--- src/rtl/spl_pkg.sv ---
package spl_pkg;
    localparam int VAL_W = 8;
    localparam int SCL_W = 2;
    localparam int REG_W = 32;
    localparam int ADR_W = 2;

    localparam logic [ADR_W-1:0] ADR_CTRL = 2'd0;
    localparam logic [ADR_W-1:0] ADR_CAP  = 2'd1;
    localparam logic [ADR_W-1:0] ADR_SCTL = 2'd2;
    localparam logic [ADR_W-1:0] ADR_TEAR = 2'd3;

    localparam int CTRL_SCL_LSB = 8;
    localparam int CTRL_EN_BIT  = 16;
    localparam int SCTL_DIS_BIT = 13;
    localparam int STA_LSB      = 16;
    localparam int STA_PDS_BIT  = 6;
    localparam int CAP_VAL_LSB  = 7;
    localparam int CAP_SCL_LSB  = 15;
    localparam int CAP_PSN_LSB  = 19;

    typedef struct packed {
        logic [VAL_W-1:0] val;
        logic [SCL_W-1:0] scl;
        logic             en;
        logic             shadow;
    } cfg_t;
endpackage

--- src/rtl/spl_link_edge.sv ---
module spl_link_edge (
    input  logic clk,
    input  logic rst_n,
    input  logic link_up,
    output logic up_rise
);
    typedef struct packed {
        logic link;
        logic prev;
    } edge_t;

    edge_t st_d, st_q;

    always_comb begin
        st_d      = st_q;
        st_d.link = link_up;
        st_d.prev = st_q.link;
    end

    always_ff @(posedge clk) begin
        if (!rst_n) st_q <= '0;
        else        st_q <= st_d;
    end

    assign up_rise = st_q.link & ~st_q.prev;
endmodule

--- src/rtl/spl_cfg_regs.sv ---
module spl_cfg_regs
    import spl_pkg::*;
(
    input  logic             clk,
    input  logic             rst_n,
    input  logic             wr_en,
    input  logic [ADR_W-1:0] addr,
    input  logic [VAL_W-1:0] wr_val,
    input  logic [SCL_W-1:0] wr_scl,
    input  logic             wr_dis,
    output cfg_t             cfg
);
    cfg_t cfg_d, cfg_q;

    always_comb begin
        cfg_d = cfg_q;
        if (wr_en) begin
            case (addr)
                ADR_CTRL: begin
                    cfg_d.val = wr_val;
                    if (wr_val != '0) begin
                        cfg_d.scl = wr_scl;
                        cfg_d.en  = 1'b1;
                    end else begin
                        cfg_d.scl = '0;
                        cfg_d.en  = 1'b0;
                    end
                end
                ADR_SCTL: begin
                    if (cfg_q.val != '0) cfg_d.en     = ~wr_dis;
                    else                 cfg_d.shadow = wr_dis;
                end
                ADR_TEAR: begin
                    cfg_d.val = '0;
                    cfg_d.scl = '0;
                    cfg_d.en  = 1'b0;
                end
                default: ;
            endcase
        end
    end

    always_ff @(posedge clk) begin
        if (!rst_n) cfg_q <= '0;
        else        cfg_q <= cfg_d;
    end

    assign cfg = cfg_q;
endmodule

--- src/rtl/spl_req_track.sv ---
module spl_req_track (
    input  logic clk,
    input  logic rst_n,
    input  logic up_rise,
    input  logic send_en,
    input  logic msg_ack,
    output logic msg_req
);
    logic req_d, req_q;

    always_comb begin
        req_d = req_q;
        if (req_q && msg_ack) req_d = 1'b0;
        if (up_rise && send_en) req_d = 1'b1;
    end

    always_ff @(posedge clk) begin
        if (!rst_n) req_q <= 1'b0;
        else        req_q <= req_d;
    end

    assign msg_req = req_q;
endmodule

--- src/rtl/spl_msg_ctrl.sv ---
module spl_msg_ctrl
    import spl_pkg::*;
#(
    parameter int PORT_IDX = 0,
    parameter int PSN_W    = 13
) (
    input  logic             clk,
    input  logic             rst_n,
    input  logic             wr_en,
    input  logic [ADR_W-1:0] addr,
    input  logic [REG_W-1:0] wdata,
    output logic [REG_W-1:0] rdata,
    input  logic             link_up,
    output logic             msg_req,
    input  logic             msg_ack,
    output logic [VAL_W-1:0] msg_value,
    output logic [SCL_W-1:0] msg_scale
);
    localparam logic [PSN_W-1:0] SLOT_NUM = PSN_W'(PORT_IDX + 1);

    cfg_t cfg;
    logic up_rise;

    spl_link_edge u_edge (
        .clk     (clk),
        .rst_n   (rst_n),
        .link_up (link_up),
        .up_rise (up_rise)
    );

    spl_cfg_regs u_cfg (
        .clk    (clk),
        .rst_n  (rst_n),
        .wr_en  (wr_en),
        .addr   (addr),
        .wr_val (wdata[VAL_W-1:0]),
        .wr_scl (wdata[CTRL_SCL_LSB +: SCL_W]),
        .wr_dis (wdata[SCTL_DIS_BIT]),
        .cfg    (cfg)
    );

    spl_req_track u_req (
        .clk     (clk),
        .rst_n   (rst_n),
        .up_rise (up_rise),
        .send_en (cfg.en),
        .msg_ack (msg_ack),
        .msg_req (msg_req)
    );

    always_comb begin
        rdata = '0;
        case (addr)
            ADR_CTRL: begin
                rdata[VAL_W-1:0]             = cfg.val;
                rdata[CTRL_SCL_LSB +: SCL_W] = cfg.scl;
                rdata[CTRL_EN_BIT]           = cfg.en;
            end
            ADR_CAP: begin
                rdata[CAP_VAL_LSB +: VAL_W] = cfg.val;
                rdata[CAP_SCL_LSB +: SCL_W] = cfg.scl;
                rdata[CAP_PSN_LSB +: PSN_W] = SLOT_NUM;
            end
            ADR_SCTL: begin
                rdata[SCTL_DIS_BIT]          = (cfg.val != '0) ? ~cfg.en : cfg.shadow;
                rdata[STA_LSB + STA_PDS_BIT] = 1'b1;
            end
            default: ;
        endcase
    end

    assign msg_value = cfg.val;
    assign msg_scale = cfg.scl;
endmodule

--- config.mk ---
export PLATFORM = sky130hd
export DESIGN_NAME = spl_msg_ctrl
export DESIGN_NICKNAME = d
export VERILOG_FILES = /design/src/rtl/spl_pkg.sv /design/src/rtl/spl_link_edge.sv /design/src/rtl/spl_cfg_regs.sv /design/src/rtl/spl_req_track.sv /design/src/rtl/spl_msg_ctrl.sv
export SDC_FILE = /design/constraint.sdc
export NUM_CORES = 1
export LEC_CHECK = 0
export BUFFER_PORTS_ARGS = -buffer_cell sky130_fd_sc_hd__buf_2
export CAP_MARGIN = 25
export CORE_AREA = 3 3 57 59
export CTS_CLUSTER_SIZE = 14
export DETAILED_ROUTE_END_ITERATION = 7
export DIE_AREA = 0 0 60 62
export PLACE_DENSITY = 0.76
export SYNTH_ARGS = -nofsm -noshare
export SYNTH_HDL_FRONTEND = slang
export SYNTH_SLANG_ARGS = --single-unit
--- constraint.sdc ---
create_clock -name clk -period 1.55 [get_ports clk]
set_input_delay 0.155 -clock clk [delete_from_list [all_inputs] [get_ports clk]]
set_output_delay 0.155 -clock clk [all_outputs]
set_load 0.02 [all_outputs]
# Word level (Yosys, flattened, before mapping)
# Index checks and enable logic that the tools add are counted.
dict set report op_classes {
  eq_ne 4
  n_mux 15
  bitwise_logic 5
  reduce_logical 11
}
# cell n
set ops {}
lappend ops {{$pmux 10 s2} 1}
lappend ops {{$reduce_bool 8->1} 2}
lappend ops {{$mux 7} 1}
lappend ops {{$mux 1} 6}
lappend ops {{$mux 3} 2}
lappend ops {{$pmux 3 s2} 1}
lappend ops {{$reduce_and 3->1} 2}
lappend ops {{$eq 2x2->1 const B} 2}
lappend ops {{$not 1->1} 4}
lappend ops {{$pmux 1 s2} 2}
lappend ops {{$reduce_bool 2->1} 2}
lappend ops {{$pmux 1 s3} 1}
lappend ops {{$reduce_bool 3->1} 1}
lappend ops {{$eq 2x1->1 const B} 1}
lappend ops {{$logic_and 1x1->1} 2}
lappend ops {{$logic_not 2->1} 1}
lappend ops {{$mux 2} 1}
lappend ops {{$ne 2x2->1 const B} 1}
lappend ops {{$reduce_and 2->1} 1}
lappend ops {{$and 1x1->1} 1}
dict set report totals {
  reg_bits 15
  in_bits 39
  output_inout_bits 43
  elab_cells 42
}

# Longest topological paths before layout
# Gate-level depths: netlist of run 1.
dict set report depth {
  ltp_word 4
  ltp_mapped 7
  ltp_nobuf 6
}

# Cells and area by module
# Synthesis of run 1 repeated with hierarchy kept, for this count alone.
dict set report hier_totals {
  hier_cells 120
  area_unflattened_um2 996.0
}
# module instances cells_each area_each_um2 seq_area_each_um2
set by_module_without_submodules {}
lappend by_module_without_submodules {spl_cfg_regs 1 66 545.5 240.2}
lappend by_module_without_submodules {spl_msg_ctrl 1 45 342.8 0.0}
lappend by_module_without_submodules {spl_link_edge 1 5 66.3 40.0}
lappend by_module_without_submodules {spl_req_track 1 4 41.3 20.0}

# Worst setup path before layout of run 1
# OpenSTA, ideal clock, no wires.
dict set report synth_path {
  path_type {reg-to-output}
  start {register u_cfg.cfg_q (netlist bit u_cfg.cfg[11])}
  end {output port rdata[13]}
  arrival_ns 1.259
  t_required_ns 1.395
  path_slack_ns 0.136
  path_stages_with_launch 4
  n_path_buf 0
  cell_sequence {dfxtp_1 nor4_4 a31oi_1 o21ai_0}
}
dict set report synth_between {
  elab_chain_len 3
}
# element line_no
set synth_rtl {}
lappend synth_rtl {{start: declaration} spl_cfg_regs.sv:13} ;# cfg_t cfg_d, cfg_q;
lappend synth_rtl {{start signal: assignment} spl_cfg_regs.sv:45} ;# else cfg_q <= cfg_d;
lappend synth_rtl {{$reduce_bool 8->1} spl_msg_ctrl.sv:65} ;# rdata[SCTL_DIS_BIT] = (cfg.val != '0) ? ~cfg.en : cfg.shadow;
lappend synth_rtl {{$mux 1} spl_msg_ctrl.sv:65}
lappend synth_rtl {{$pmux 1 s2} spl_msg_ctrl.sv:53} ;# case (addr)
lappend synth_rtl {{end: declaration} spl_msg_ctrl.sv:12} ;# output logic [REG_W-1:0] rdata,
# No other way between the ends.

# Worst setup path in the final report of run 1
dict set report layout_path {
  start {register u_cfg.cfg_q (netlist bit u_cfg.cfg[7])}
  end {output port rdata[13]}
}
# The elaborated chain is that of the path after synthesis.

==> summary.md, run 1 <==
| Metric | Value |
|---|---|
| GRT overflow | 0 |
| Pwr dens | 713 nW/um^2 |
| Seq/Total Area, Yosys | 28.1% |
| DR vias | 907 |
| Layout cells sized above 1 | 39.5% |
| Top cell type's share of synthesized area | 28.1% |
| Multi-input combinational cell area | 608 sq um |
| Placement Rows | 19 |
| FF+latch count, synth | 15 |
| Worst-Skew Late Latency | 270 ps |
| Critical path required time | 1390 ps |
| Iteration-0 DRC Markers | 31 |
| Post-synthesis simple-gate area fraction | 32.4% |
| Top Ports | 82 |
| Root Buffer | clkbuf_4 |
| Main combinational cell family by area after synthesis | simple AND/OR/NAND/NOR gates |
| # nets final | 211 |
| Setup TNS | -78.3 ps |
| Outcome | complete, but fails checks |
| Failing checks | negative setup slack |
| Area of the die | 3720 sq um |
| GRT Util Overall | 11.2% |
| Clock skew | 4.42 ps |
| Post-Synth Adder-Cell Area | 4.68% |
| Core ar. | 2760 sq um |
| FF/Latch Area | 309 sq um |
| Setup violators final | 1 |
| Die span in y | 62 microns |
| Fin Hold WS | 86.0 ps |
| Clk pin slew, worst setup/hold paths | 80 ps |
| Crit path arrival time | 1470 ps |
| Synth Area in Compound Gates | 13.9% |
| Post-synthesis xor/xnor area fraction | 0% |
| Fin. Hold Viols | 0 |
| Sink Count | 15 |
| Starting Density | 38.8% |
| Largest net degree at the start of global routing | 19 |
| Fillers | 277 |
| RD Place Congestion | 0.765 |
| Post-synthesis mux area share | 0.936% |
| Util after Layout | 46.4% |
| Endpoint class of the critical path | primary output |
| Cts bufs inserted | 3 |
| HP Class | in -> reg |
| Worst VDD drop | 717 uV |
| Leakage | 0.636 nW |
| Vias in the first global route | 699 |
| Tmin final | 1630 ps |
| Unique masters post-synth | 28 |
| Die width | 60 microns |
| Crit path max fanout | 5 |
| Detail Placement HPWL | 1760 microns |
| N_diodes | 0 |
| IO Port Bufs | 47 |
| Vias per Instance | 4.58 |
| Synth area leader | dfxtp_1 |
| TritonCTS clock tree | built |
| Hold buffers post-CTS | 0 |
| Router iterations before antenna repair | 4 |
| Final slew viol count | 0 |
| Layout area overhead | 19.6% |
| Worst setup margin | -78.3 ps |
| First-pass GRT wire length | 3130 microns |
| RSZ-0062 raised after global routing | yes |
| Post-detailed-route wirelength per cell | 11.2 microns |
| Startpoint types | flip-flop |
| DRC viols | 0 |
| Initial antenna violation count | 0 |
| Synth top area cells | dfxtp_1 28%, buf_4 18%, and2_1 7.6% |
| Maximum capacitance violations | 0 |
| Routed Antenna Nets | 0 |
| Period utilisation layout | 105% |
| Post-Syn Area | 1070 sq um |
| Total routed wirelength | 2220 microns |
| Fmax | 614 MHz |
| Max Buffers Root-to-Sink | 2 |
| Synthesized instance count | 126 |
| Mean area per synthesized cell | 8.49 sq um |
| WS Path Type | reg -> out |
| Htree depth | 1 |
| Synth warn | 0 |
[synthesized netlist by cell type, drive strengths merged]
library cell,count
buf,25
inv,2
nor3b,8
o31ai,1
nor4,4
nor2b,10
conb,1
o211ai,1
clkbuf,4
a21boi,3
o2111ai,1
a22o,4
ha,4
nand3,3
nand3b,2
nand2b,2
dfxtp,15
mux2i,1
o21ai,1
nand2,7
nand4b,1
a21oi,11
a31oi,1
and2,14
[sequential cells by signal (all words and copies together), names as in the netlist]
name,flops
u_cfg.cfg,12
u_edge.st_d,1
u_edge.st_q,1
u_req.msg_req,1
[cell usage in the layout (no fill, tap or decap), types with 4 or more instances in the layout]
cell type and n:
ha_1 4, nand2_1 6, buf_4 8, and2_1 13
buf_2 46, dfxtp_1 12, nor2b_1 10, nor3b_1 8
a21oi_1 10, conb_1 13
[repair_timing]
item                                    4_1_cts  5_1_grt
gates cloned                                  0        0
gates resized for setup                       5        3
setup buffers                                 3        3
pin swaps                                     3        3
endpoints found under the setup margin        1        1
[cell families after synthesis]
kind of cell    Yosys count
fa+ha+maj                 4
flops                    15
mux                       1
other cells               1
compound gates           23
buf+inv                  31
simple gates             51
[report_power, final]
group	switching, mW	internal, mW	leakage (nW)
combinational	0.159	0.119	0.496
sequential	0.0224	0.403	0.124
clock	0.110	0.0996	0.0150
total	0.292	0.621	0.636
[metal layers]
metal / share of wire, % / global-route usage (%)
met4: 0 / 3.16
met3: 10 / 4.75
met5: 0 / 0
met2: 47 / 17.4
met1: 43 / 14.2
[final timing paths]
path                                        to  cells past startpoint  slack [ps]            from
worst max register to register    u_cfg.cfg[0]                      6         150    u_cfg.cfg[7]
worst min register to register  u_edge.st_q[0]                      1         460  u_edge.st_d[0]
worst max-delay path                 rdata[13]                      5         -80    u_cfg.cfg[7]
worst min-delay path            u_edge.st_d[0]                      2          90         link_up
[stage by stage]
stage	worst slack, ps	total power [mW]	std cells	area, sq um
after detailed placement	38.0	0.683	188	1190
after global routing	-142	0.968	198	1280
final	-78.3	0.913	198	1280
after CTS	-81.6	0.907	195	1250
after global placement	92.0	0.680	188	1190
after floorplan	136	0.653	138	1110
[final cells by class]
class                           instances  area share (%)
Multi-Input combinational cell         92            47.5
Sequential cell                        15            24.1
Timing Repair Buffer                   54            22.7
Tap cell                               31            3.03
Clock buffer                            4            2.05
Inverter                                2           0.587
[critical path, stage by stage (launching register included)]
cell and delay (ps):
dfxtp_2 350, nor4_4 360, a21oi_2 90, a31oi_1 140
o21ai_1 90, buf_4 160
Note: power is estimated with default switching activity, not from simulation.
==> run 2: changes to the inputs <==
--- a/config.mk
+++ b/config.mk
@@ -6,12 +6,13 @@
 export NUM_CORES = 1
 export LEC_CHECK = 0
 export BUFFER_PORTS_ARGS = -buffer_cell sky130_fd_sc_hd__buf_2
-export CAP_MARGIN = 25
-export CORE_AREA = 3 3 57 59
+export CAP_MARGIN = 20
+export CORE_AREA = 2 2 56 58
 export CTS_CLUSTER_SIZE = 14
 export DETAILED_ROUTE_END_ITERATION = 7
-export DIE_AREA = 0 0 60 62
+export DIE_AREA = 0 0 58 60
 export PLACE_DENSITY = 0.76
+export SETUP_SLACK_MARGIN = 0.3
 export SYNTH_ARGS = -nofsm -noshare
 export SYNTH_HDL_FRONTEND = slang
 export SYNTH_SLANG_ARGS = --single-unit
==> run 2 against run 1 <==
  * The flow still finishes with violations (negative setup slack)
  * Cell count is 1.0% higher
  * Final area is 5.9% higher
  * Die area is 6.5% lower
  * Sequential power hardly changed
  * Routed wire length is 4.7% higher
  * Utilization is 0.27 points higher
  * Clock power is 2% higher
  * Worst hold slack worse by 0.95 ps
  * Combinational power is 7.2% higher
  * Critical path depth stayed put
  * Non-clock buffer count stayed put
==> summary.md, run 2 (synthesis results as in run 1) <==
| Metric | Value |
|---|---|
| Max Buffers Root-to-Sink | 2 (unchanged) |
| Startpoint types | flip-flop |
| Root Buffer | clkbuf_4 |
| Starting Density | 36.9% (-1.9 points) |
| Routed Antenna Nets | 0 (unchanged) |
| Detail Placement HPWL | 1730 microns (-1.7%) |
| Critical path capture point | rdata[13] |
| Endpoint class of the critical path | primary output |
| Crit path launch | u_cfg.cfg[11] |
| Tmin final | 1680 ps (+49.4 ps) |
| Design area | 1360 sq um (+5.9%) |
| Clk pin slew, worst setup/hold paths | 90 ps (about the same) |
| Crit path max fanout | 3 (-2) |
| FF/Latch Area | 312 sq um (+0.81%) |
| Crit path arrival time | 1520 ps (+50 ps) |
| Router iterations before antenna repair | 5 (+1) |
| DR vias | 936 (+3.2%) |
| Vias in the first global route | 790 (+13%) |
| Commonest non-fill, non-tap cells in the layout | 43 x buf_2, 13 x and2_1, 13 x conb_1 |
| Multi-input combinational cell area | 639 sq um (+5.1%) |
| GRT overflow | 0 (unchanged) |
| Period utilisation layout | 108% (+3.2 points) |
| Iteration-0 DRC Markers | 46 (+48%) |
| Layout cells sized above 1 | 42.5% (+3.0 points) |
| Leakage | 0.655 nW (+3.1%) |
| Outcome | complete, but fails checks |
| Vias per Instance | 4.68 (+2.2%) |
| Top Ports | 82 (unchanged) |
| Fmax | 596 MHz (-2.9%) |
| Util after Layout | 46.7% (+0.27 points) |
| IO Port Bufs | 47 (unchanged) |
| Worst setup margin | -128 ps (-49.4 ps) |
| Fillers | 286 (+3.2%) |
| Largest register FFs | 12 (unchanged) |
| Setup TNS | -128 ps (-49.4 ps) |
| Worst-Skew Late Latency | 270 ps (about the same) |
| WS Path Type | reg -> out |
| Maximum capacitance violations | 0 (unchanged) |
| RD Place Congestion | 0.769 (+0.50%) |
| Core ar. | 2900 sq um (+5.3%) |
| Layout area overhead | 26.7% |
| Cts bufs inserted | 3 (unchanged) |
| Fin Hold WS | 85.0 ps (-0.954 ps) |
| R2R setup slack | 220 ps (+70 ps) |
| Initial antenna violation count | 0 (unchanged) |
| Setup violators final | 1 (unchanged) |
| Placed cells | 191 (+1.6%) |
| RSZ-0062 raised after global routing | yes |
| Htree depth | 1 (unchanged) |
| Total routed wirelength | 2320 microns (+4.7%) |
| R2r startpoint | u_cfg.cfg[11] |
| Worst reg2reg endpoint | u_cfg.cfg[0] |
| Die span in y | 60 microns (-3.2%) |
| Largest net degree at the start of global routing | 19 (unchanged) |
| R2R cell count | 5 (-1) |
| Placement Rows | 20 (+1) |
| Clock skew | 3.72 ps (-0.702 ps) |
| Sink Count | 15 (unchanged) |
| Pwr dens | 694 nW/um^2 (-2.7%) |
| Total power | 0.940 mW (+3.0%) |
| Failing checks | negative setup slack |
| First-pass GRT wire length | 3460 microns (+10%) |
| Area after DPL | 1220 sq um (+2.2%) |
| Worst slack, placed | 134 ps (+96.4 ps) |
| Fin. Hold Viols | 0 (unchanged) |
| # nets final | 211 (unchanged) |
| Finished Layout Cells | 200 (+1.0%) |
| Final slew viol count | 0 (unchanged) |
| TritonCTS clock tree | built |
| Post-detailed-route wirelength per cell | 11.6 microns (+3.6%) |
| Critical path required time | 1390 ps (about the same) |
| N_diodes | 0 (unchanged) |
| HP Class | in -> reg |
| GRT Util Overall | 12.8% (+1.6 points) |
| Worst VDD drop | 322 uV (-55%) |
| Most common cell after layout, fill and taps aside | buf_2 |
| Area of the die | 3480 sq um (-6.5%) |
| Die width | 58 microns (-3.3%) |
| DRC viols | 0 (unchanged) |
[run 2: cell count changes in the layout (fill, tap and decap cells not counted), moves of 2 or more]
cell,change
buf_2,-3
buf_4,-3
buf_6,+5
dfxtp_1,-2
dfxtp_2,+2
ha_1,-2
[run 2: routing by layer]
layer,GRT usage [%],part of all wire [%]
met3,3.25,7.8
met2,21.8,48
met5,0,0
met1,15.4,44
met4,4.98,0.73
[run 2: worst min-delay path by stage]
stage / startpoint / to / slack (ps) / cells past startpoint
floorplan: link_up / u_edge.st_d[0] / 280 / 1
global placement: link_up / u_edge.st_d[0] / 370 / 2
detailed placement: link_up / u_edge.st_d[0] / 370 / 2
CTS: link_up / u_edge.st_d[0] / 80 / 2
global route: link_up / u_edge.st_d[0] / 90 / 2
finish: link_up / u_edge.st_d[0] / 90 / 2
[run 2: final cells by class]
| cell class | count | share of cell area (%) |
|---|---|---|
| Inverter | 2 | 0.554 |
| Multi-Input combinational cell | 92 | 47.2 |
| Timing Repair Buffer | 54 | 24.3 |
| Clock buffer | 4 | 1.94 |
| Tap cell | 33 | 3.05 |
| Sequential cell | 15 | 23.0 |
[run 2: repair_timing]
item	in CTS	in global routing
setup buffers	3	2
gates resized for setup	10	12
pin swaps	5	4
setup endpoints to repair	11	14
hold buffers	0	0
[run 2: worst max-delay path, stage by stage (launching register included)]
cell and delay [ps]:
dfxtp_4 360, nor4_4 380, a21oi_2 80, a31oi_1 200, o21ai_2 90, buf_6 130
[run 2: power breakdown]
group	switching (mW)	internal [mW]	total [mW]
registers	0.0236	0.404	0.428
clock network	0.115	0.0996	0.215
logic	0.168	0.129	0.298
total	0.307	0.633	0.940
